File: config.mk
export PLATFORM = sky130hd
export DESIGN_NAME = wavetable_addr_seq
export DESIGN_NICKNAME = d
export VERILOG_FILES = /design/src/rtl/wseq_pkg.sv /design/src/rtl/wseq_seg_bank.sv /design/src/rtl/wseq_dwell_timer.sv /design/src/rtl/wseq_addr_gen.sv /design/src/rtl/wseq_port_arb.sv /design/src/rtl/wavetable_addr_seq.sv
export SDC_FILE = /design/constraint.sdc
export NUM_CORES = 1
export LEC_CHECK = 0
export CAP_MARGIN = 20
export CORE_AREA = 2 2 150 152
export CTS_CLUSTER_SIZE = 12
export DETAILED_ROUTE_END_ITERATION = 12
export DIE_AREA = 0 0 152 154
export PLACE_DENSITY = 0.66
export SLEW_MARGIN = 20
export SYNTH_ARGS = -nofsm -noshare
export SYNTH_HDL_FRONTEND = slang
export SYNTH_SLANG_ARGS = --single-unit
File: constraint.sdc
create_clock -name clk -period 6.9 [get_ports clk]
set_clock_uncertainty 0.1 [all_clocks]
set_input_delay 1.38 -clock clk [delete_from_list [all_inputs] [get_ports clk]]
set_output_delay 1.38 -clock clk [all_outputs]
set_load 0.03 [all_outputs]
File: src/rtl/wseq_pkg.sv
package wseq_pkg;
   localparam int WS_ADDR_W  = 10;
   localparam int WS_DWELL_W = 16;
   localparam int WS_WORD_W  = 40;

   localparam logic [2:0] WS_MODE_PARK = 3'd0;

   typedef struct packed {
      logic [WS_DWELL_W-1:0] hold;
      logic [WS_ADDR_W-1:0]  first;
      logic [WS_ADDR_W-1:0]  last;
      logic [2:0]            mode;
      logic                  go_home;
   } seg_t;

   // Field positions are fixed by the descriptor layout.
   function automatic seg_t seg_decode(input logic [WS_WORD_W-1:0] w);
      seg_t s;
      s.hold    = w[39:24];
      s.last    = {w[9:8], w[23:16]};
      s.first   = {w[3:0], w[15:10]};
      s.mode    = w[7:5];
      s.go_home = w[4];
      return s;
   endfunction
endpackage

File: src/rtl/wseq_seg_bank.sv
module wseq_seg_bank
   import wseq_pkg::*;
#(
   parameter int NUM_PROF = 4,
   parameter int WORD_W   = WS_WORD_W,
   localparam int SEL_W   = $clog2(NUM_PROF)
) (
   input  logic              clk,
   input  logic              rst_n,
   input  logic              cfg_we,
   input  logic [SEL_W-1:0]  cfg_sel,
   input  logic [WORD_W-1:0] cfg_word,
   input  logic [SEL_W-1:0]  prof,
   output seg_t              seg_o
);
   if (WORD_W != WS_WORD_W) begin : g_bad_word
      $error("descriptor width must match the packed layout");
   end
   if ((1 << SEL_W) != NUM_PROF) begin : g_bad_prof
      $error("profile count must be a power of two");
   end

   logic [WORD_W-1:0] words [NUM_PROF];

   for (genvar i = 0; i < NUM_PROF; i++) begin : g_word
      logic [WORD_W-1:0] word_q;
      always_ff @(posedge clk or negedge rst_n) begin
         if (!rst_n)
            word_q <= '0;
         else if (cfg_we && (cfg_sel == SEL_W'(i)))
            word_q <= cfg_word;
      end
      assign words[i] = word_q;
   end

   assign seg_o = seg_decode(words[prof]);
endmodule

File: src/rtl/wseq_dwell_timer.sv
module wseq_dwell_timer #(
   parameter int DWELL_W = 16
) (
   input  logic               clk,
   input  logic               rst_n,
   input  logic               restart,
   input  logic               freeze,
   input  logic [DWELL_W-1:0] hold,
   output logic               tick
);
   if (DWELL_W < 1) begin : g_bad_w
      $error("hold width must be positive");
   end

   logic [DWELL_W-1:0] cnt_q;
   logic [DWELL_W-1:0] last_cnt;

   // A hold of zero is promoted to one.
   assign last_cnt = (hold == '0) ? '0 : hold - 1'b1;
   assign tick     = !restart && !freeze && (cnt_q >= last_cnt);

   always_ff @(posedge clk or negedge rst_n) begin
      if (!rst_n)
         cnt_q <= '0;
      else if (restart)
         cnt_q <= '0;
      else if (!freeze)
         cnt_q <= (cnt_q >= last_cnt) ? '0 : cnt_q + 1'b1;
   end

   // a write leaves the hold count untouched
   a_r9_count_frozen: assert property (@(posedge clk) disable iff (!rst_n)
      (freeze && !restart) |=> $stable(cnt_q));

   // restart clears the hold count
   a_r7_count_cleared: assert property (@(posedge clk) disable iff (!rst_n)
      restart |=> (cnt_q == '0));
endmodule

File: src/rtl/wseq_addr_gen.sv
module wseq_addr_gen
   import wseq_pkg::*;
#(
   parameter int ADDR_W = WS_ADDR_W,
   parameter int SEL_W  = 2
) (
   input  logic              clk,
   input  logic              rst_n,
   input  logic [SEL_W-1:0]  prof,
   input  seg_t              seg,
   input  logic              freeze,
   input  logic              tick,
   output logic              restart,
   output logic [ADDR_W-1:0] play_addr
);
   if (ADDR_W != WS_ADDR_W) begin : g_bad_addr
      $error("address width is fixed by the descriptor layout");
   end

   logic [SEL_W-1:0]  prof_q;
   logic              boot_q;
   logic              parked_q;
   logic [ADDR_W-1:0] cur_q;
   logic              advance;

   assign restart   = boot_q || (prof != prof_q);
   assign advance   = tick && !freeze && (seg.mode != WS_MODE_PARK) && !parked_q;
   assign play_addr = cur_q;

   always_ff @(posedge clk or negedge rst_n) begin
      if (!rst_n) begin
         prof_q   <= '0;
         boot_q   <= 1'b1;
         parked_q <= 1'b0;
         cur_q    <= '0;
      end else begin
         prof_q <= prof;
         boot_q <= 1'b0;
         if (restart) begin
            cur_q    <= seg.first;
            parked_q <= 1'b0;
         end else if (advance) begin
            if (cur_q != seg.last)
               cur_q <= cur_q + 1'b1;
            else if (seg.go_home) begin
               cur_q    <= seg.first;
               parked_q <= 1'b1;
            end
         end
      end
   end

   // a restart lands on the start address of the selected segment
   a_r7_restart_first: assert property (@(posedge clk) disable iff (!rst_n)
      restart |=> (cur_q == $past(seg.first)));

   // park mode never moves the address
   a_r3_park_still: assert property (@(posedge clk) disable iff (!rst_n)
      (!restart && seg.mode == WS_MODE_PARK) |=> $stable(cur_q));

   // the playback address is held through a write
   a_r9_addr_frozen: assert property (@(posedge clk) disable iff (!rst_n)
      (freeze && !restart) |=> $stable(cur_q));

   // without return-home, the stop address is sticky
   a_r5_stop_sticky: assert property (@(posedge clk) disable iff (!rst_n)
      (!restart && !seg.go_home && cur_q == seg.last) |=> $stable(cur_q));
endmodule

File: src/rtl/wseq_port_arb.sv
module wseq_port_arb #(
   parameter int ADDR_W = 10,
   parameter int RD_LAT = 1
) (
   input  logic              clk,
   input  logic              rst_n,
   input  logic              wr_req,
   input  logic [ADDR_W-1:0] wr_addr,
   input  logic [ADDR_W-1:0] play_addr,
   output logic              freeze,
   output logic [ADDR_W-1:0] ram_addr,
   output logic              ram_re,
   output logic              ram_we,
   output logic              rd_valid
);
   if (RD_LAT < 1) begin : g_bad_lat
      $error("read latency must be at least one cycle");
   end

   // The serial port always wins the single RAM port.
   assign freeze   = wr_req;
   assign ram_we   = wr_req;
   assign ram_re   = !wr_req;
   assign ram_addr = wr_req ? wr_addr : play_addr;

   if (RD_LAT == 1) begin : g_lat1
      logic vld_q;
      always_ff @(posedge clk or negedge rst_n) begin
         if (!rst_n) vld_q <= 1'b0;
         else        vld_q <= ram_re;
      end
      assign rd_valid = vld_q;

      // a strobe follows each read and only a read
      a_r10_valid_after_read: assert property (@(posedge clk) disable iff (!rst_n)
         ram_re |=> rd_valid);
      a_r10_no_valid_after_write: assert property (@(posedge clk) disable iff (!rst_n)
         !ram_re |=> !rd_valid);
   end else begin : g_latn
      logic [RD_LAT-1:0] pipe_q;
      always_ff @(posedge clk or negedge rst_n) begin
         if (!rst_n) pipe_q <= '0;
         else        pipe_q <= {pipe_q[RD_LAT-2:0], ram_re};
      end
      assign rd_valid = pipe_q[RD_LAT-1];
   end

   // the write address reaches the RAM and never alongside a read
   a_r8_write_wins: assert property (@(posedge clk) disable iff (!rst_n)
      wr_req |-> (ram_we && !ram_re && ram_addr == wr_addr));
endmodule

File: src/rtl/wavetable_addr_seq.sv
module wavetable_addr_seq
   import wseq_pkg::*;
#(
   parameter int NUM_PROF = 4,
   parameter int ADDR_W   = WS_ADDR_W,
   parameter int DWELL_W  = WS_DWELL_W,
   parameter int WORD_W   = WS_WORD_W,
   parameter int RD_LAT   = 1,
   localparam int SEL_W   = $clog2(NUM_PROF)
) (
   input  logic              clk,
   input  logic              rst_n,
   input  logic              cfg_we,
   input  logic [SEL_W-1:0]  cfg_sel,
   input  logic [WORD_W-1:0] cfg_word,
   input  logic [SEL_W-1:0]  profile,
   input  logic              wr_req,
   input  logic [ADDR_W-1:0] wr_addr,
   output logic [ADDR_W-1:0] ram_addr,
   output logic              ram_re,
   output logic              ram_we,
   output logic              rd_valid
);
   if (DWELL_W != WS_DWELL_W) begin : g_bad_dwell
      $error("hold width is fixed by the descriptor layout");
   end

   seg_t              seg;
   logic              restart;
   logic              freeze;
   logic              tick;
   logic [ADDR_W-1:0] play_addr;

   wseq_seg_bank #(.NUM_PROF(NUM_PROF), .WORD_W(WORD_W)) u_bank (
      .clk(clk), .rst_n(rst_n), .cfg_we(cfg_we), .cfg_sel(cfg_sel),
      .cfg_word(cfg_word), .prof(profile), .seg_o(seg)
   );

   wseq_dwell_timer #(.DWELL_W(DWELL_W)) u_timer (
      .clk(clk), .rst_n(rst_n), .restart(restart), .freeze(freeze),
      .hold(seg.hold), .tick(tick)
   );

   wseq_addr_gen #(.ADDR_W(ADDR_W), .SEL_W(SEL_W)) u_gen (
      .clk(clk), .rst_n(rst_n), .prof(profile), .seg(seg), .freeze(freeze),
      .tick(tick), .restart(restart), .play_addr(play_addr)
   );

   wseq_port_arb #(.ADDR_W(ADDR_W), .RD_LAT(RD_LAT)) u_arb (
      .clk(clk), .rst_n(rst_n), .wr_req(wr_req), .wr_addr(wr_addr),
      .play_addr(play_addr), .freeze(freeze), .ram_addr(ram_addr),
      .ram_re(ram_re), .ram_we(ram_we), .rd_valid(rd_valid)
   );
endmodule

==> run_results.csv <==
group,metric,value,unit
floorplan,floorplan.die.width,152,µm
floorplan,core_region_area,0.0217,mm²
clock_tree,cts_num_sinks,191,
sta,hold_viol_final,0,
worst_setup_path,critPathLaunchType,"input pin",
clock_tree,clk_root_buffer_cell,"sky130_fd_sc_hd__clkbuf_16",
clock_tree,cts-hold-fix-buffers,0,
grt,grt_remaining_overflow,0,
min_path,worstHoldPathType,"reg -> reg",
sta,slew_violations,0,
worst_setup_path,critical_path_peak_fanout,13,
sta,finalWorstPathRequiredPeriod,6220,ps
placed_design,detailedPlacementHpwl,14500,µm
worst_setup_path,required,7130,ps
drt,final_antenna_net_count,0,
drt,vias,6114,
sta,worst-slew-pin-transition,964,ps
sta,timing.final.setup_violations,0,
outcome,run_status,"complete, no violations",
synth,mappedNetlistArea,0.00960,mm²
floorplan,die_y,154,µm
worst_setup_path,timing.critical_path.arrival,6450,ps
synth,proportion_of_register_bits_with_asynchronous_set_or_reset_after_synthesis,100,%
clock_tree,clk_latency,440,ps
pwr,cellLeakagePower,4.58,nW
worst_setup_path,critical_path.cell_chain,"buf_2 > buf_4 > mux4_2 > nor4_1 > nand4b_1 > o21ai_0 > ha_1 > and3_1 > a221oi_1 > nor2b_1 > a211oi_1 > nor3_1 > a211oi_1",
clock_tree,cts_buffer_count,17,
worst_setup_path,path_buf_inv,2,
worst_setup_path,crit_family,"compound AO/OA/AOI/OAI gates",
sta,sum_of_negative_setup_slack,0,ps
worst_setup_path,ff2ff_setup_slack,1900,ps
placed_design,placement.io_buffers,70,
clock_tree,clockBufferDepth,2,
drt,drc,0,
synth,ys_dominant_reg_cell,"sky130_fd_sc_hd__dfrtp_1",
synth,area_share_of_the_largest_cell_type_after_synthesis,49.5,%
worst_setup_path,timing.critical_path.to_type,"flip-flop",
synth,synth.yosys.seq_area_share,49.8,%
floorplan,initial_utilization,44.3,%
min_path,timing.hold.worst_endpoint,"u_bank.g_word[2].word_q[3]",
drt,firstDrtPassIters,4,
clock_tree,clkTransAtPathRegs,70,ps
cells_and_area,num_antenna_cells,0,
worst_setup_path,crit_cells,13,
clock_tree,cts_setup_buffers,0,
min_path,hold_depth,1,
synth,cell_taking_the_most_area_after_synthesis,"sky130_fd_sc_hd__dfrtp_1",
pwr,report.power.total,3.08,mW
floorplan,ios,71,
worst_setup_path,critical_path.reg2reg.startpoint,"u_bank.g_word[2].word_q[26]",
drt,wirelength,21400,µm
pwr,power.ir.vdd_worst,0.000171,V
drt,vias_per_cell,5.76,
synth,yosysUniqueCellTypes,56,
drt,first_iter_violations,309,
worst_setup_path,rr_worst_depth,13,
synth,top_cells_by_area_in_the_synthesized_netlist,"sky130_fd_sc_hd__dfrtp_1 50%, sky130_fd_sc_hd__mux2_2 20%, sky130_fd_sc_hd__mux4_2 8.7%",
grt,grt_first_pass_wirelength,35600,µm
worst_setup_path,largest_stage_delay_worst_path,590,ps
worst_setup_path,timing.critical_path.mode_cell,"sky130_fd_sc_hd__a211oi_1",
synth,total_nets_after_synthesis,787,
min_path,worstHoldStart,"u_bank.g_word[2].word_q[3]",
worst_setup_path,worstSetupPathType,"in -> reg",
worst_setup_path,timing.critical_path.slowest_stage_cell,"sky130_fd_sc_hd__mux4_2",
cells_and_area,final_layout_size_suffix_gt1_share,33.6,%
clock_tree,post_cts.resized_instances,0,
cells_and_area,syn_to_final_growth,15.8,%
cells_and_area,final_net_count,847,
grt,groute.usage.overall,19.2,%
grt,grt_pass1_vias,6558,
grt,grt_antenna_before_repair,0,
clock_tree,cts-htree-levels,4,
drt,post_drt_wl_per_cell,20.1,µm
sta,max_freq,161,MHz
sta,period_share,90.2,%
synth,synth.yosys.warnings,0,
synth,synth-edff-count,0,
pwr,powerDensity,277,mW/mm²
grt,grt_start_max_net_pins,128,
worst_setup_path,worstReg2RegEnd,"u_gen.play_addr[5]",
floorplan,fp-row-count,54,
sta,unrepaired_setup_endpoints_after_global_routing,"false",
synth,ys_ff_latch,191,
run,count_of_maximum_capacitance_violations,0,
synth,synthesis.instances,709,
synth,average_footprint_of_a_synthesized_cell,13.5,µm²
clock_tree,cts_tree,"yes",
floorplan,dieArea,0.0234,mm²
placed_design,place_congestion,0.840,
sta,slew-limit-headroom,35.2,%
cells_and_area,fillerInstances,1809,
per-layer routing:
metal / global-route usage (%) / vias up / part of all wire, %
li1: - / 2789 / -
met1: 27.5 / 3182 / 48
met2: 30.3 / 125 / 47
met3: 3.02 / 18 / 3.0
met4: 5.52 / 0 / 1.2
met5: 0 / - / 0
worst reg2reg max path, cell delays in order, from the launching register on:
cell and delay [ps]:
sky130_fd_sc_hd__dfrtp_1 380, sky130_fd_sc_hd__mux4_2 520, sky130_fd_sc_hd__or4_4 570, sky130_fd_sc_hd__or4_4 440, sky130_fd_sc_hd__or3_1 340, sky130_fd_sc_hd__xor2_1 150
sky130_fd_sc_hd__or2_1 210, sky130_fd_sc_hd__ha_1 300, sky130_fd_sc_hd__a21oi_1 60, sky130_fd_sc_hd__o21a_1 170, sky130_fd_sc_hd__o2111ai_1 370, sky130_fd_sc_hd__a211oi_1 180
sky130_fd_sc_hd__nor3_1 830, sky130_fd_sc_hd__a211oi_1 190
worst max-delay path by stage:
| stage | startpoint | endpoint | slack (ps) |
|---|---|---|---|
| 2_1_floorplan | profile[0] | u_gen.play_addr[3] | 1410 |
| 3_3_place_gp | profile[0] | u_gen.play_addr[9] | 570 |
| 3_5_place_dp | profile[0] | u_gen.play_addr[5] | 360 |
| 4_1_cts | profile[0] | u_gen.play_addr[5] | 790 |
| 5_1_grt | profile[0] | u_gen.play_addr[5] | 370 |
| 6_report | profile[0] | u_gen.play_addr[5] | 680 |
sequential cells by signal (all words and copies together) (netlist names):
register,flops
u_bank.g_word.word_q,160
u_timer.cnt_q,16
u_gen.play_addr,10
u_gen.prof_q,2
u_arb.rd_valid,1
u_gen.boot_q,1
u_gen.parked_q,1
where the power goes:
part	internal (mW)	leakage, nW	switching [mW]
registers	1.32	2.29	0.138
clock network	0.469	0.256	0.442
logic	0.390	2.03	0.326
total	2.18	4.58	0.906
layout by cell type, fill, tap and decap left out, types with 3 or more instances in the layout:
master	count
sky130_fd_sc_hd__mux4_2	37
sky130_fd_sc_hd__clkdlybuf4s50_1	67
sky130_fd_sc_hd__a21oi_1	16
sky130_fd_sc_hd__nor4_1	13
sky130_fd_sc_hd__nand3_1	14
sky130_fd_sc_hd__buf_4	9
sky130_fd_sc_hd__ha_1	20
sky130_fd_sc_hd__o21ai_0	12
sky130_fd_sc_hd__xor2_1	8
sky130_fd_sc_hd__inv_8	3
sky130_fd_sc_hd__inv_1	7
sky130_fd_sc_hd__dfrtp_1	190
sky130_fd_sc_hd__a31oi_1	8
sky130_fd_sc_hd__nand2_1	30
sky130_fd_sc_hd__clkinvlp_4	4
sky130_fd_sc_hd__mux2_2	171
sky130_fd_sc_hd__mux2i_1	18
sky130_fd_sc_hd__a211oi_1	8
sky130_fd_sc_hd__and3_1	11
sky130_fd_sc_hd__nor2_1	17
sky130_fd_sc_hd__clkinv_2	3
sky130_fd_sc_hd__a22o_1	7
sky130_fd_sc_hd__nand3b_1	4
sky130_fd_sc_hd__clkbuf_16	17
sky130_fd_sc_hd__nor3_1	8
sky130_fd_sc_hd__a21o_1	9
sky130_fd_sc_hd__xnor2_1	17
sky130_fd_sc_hd__and4_1	3
sky130_fd_sc_hd__nand4_1	4
stage by stage:
stage | area [µm²] | setup WS (ps) | utilization (%) | hold WS [ps] | instances
finish | 11100 | 676 | 51.3 | 402 | 1062
global route | 11100 | 371 | 51.3 | 410 | 1062
floorplan | 9600 | 1410 | - | 374 | 709
detailed placement | 10500 | 363 | 48.6 | 388 | 1029
CTS | 11100 | 789 | 51.1 | 404 | 1061
global placement | 10500 | 568 | 48.6 | 382 | 1029
layout make-up:
cell class              instances  area (µm²)  area share [%]
flip-flops and latches        191        4780            43.0
inverters                       7        26.3           0.236
repair buffers                 80         790            7.10
clock buffers                  19         433            3.89
well taps                     280         350            3.15
clock inverters                13         105           0.945
multi-input cells             472        4630            41.7
cells in the mapped netlist (13+ instances only):
library cell               number
sky130_fd_sc_hd__mux2i_1       18
sky130_fd_sc_hd__nor2_1        18
sky130_fd_sc_hd__nand2_1       30
sky130_fd_sc_hd__mux4_2        37
sky130_fd_sc_hd__nand3_1       15
sky130_fd_sc_hd__mux2_2       171
sky130_fd_sc_hd__a21oi_1       16
sky130_fd_sc_hd__nor4_1        13
sky130_fd_sc_hd__xnor2_1       17
sky130_fd_sc_hd__dfrtp_1      190
sky130_fd_sc_hd__ha_1          20
sky130_fd_sc_hd__clkbuf_1      16
kinds of logic (layout without fill, tap and decap cells):
kind of cell | Yosys count | count (layout) | share of synthesized area [%]
AND/OR/NAND/NOR | 124 | 124 | 6.88
multiplexers | 226 | 226 | 30.6
buffers and inverters | 46 | 119 | 2.23
flip-flops | 191 | 191 | 49.8
AO/OA/AOI/OAI | 76 | 76 | 5.54
XOR/XNOR | 25 | 25 | 2.28
other | 1 | 1 | 0.0391
adder cells (fa/ha/maj) | 20 | 20 | 2.61
Power figures use the tool's default switching activity.
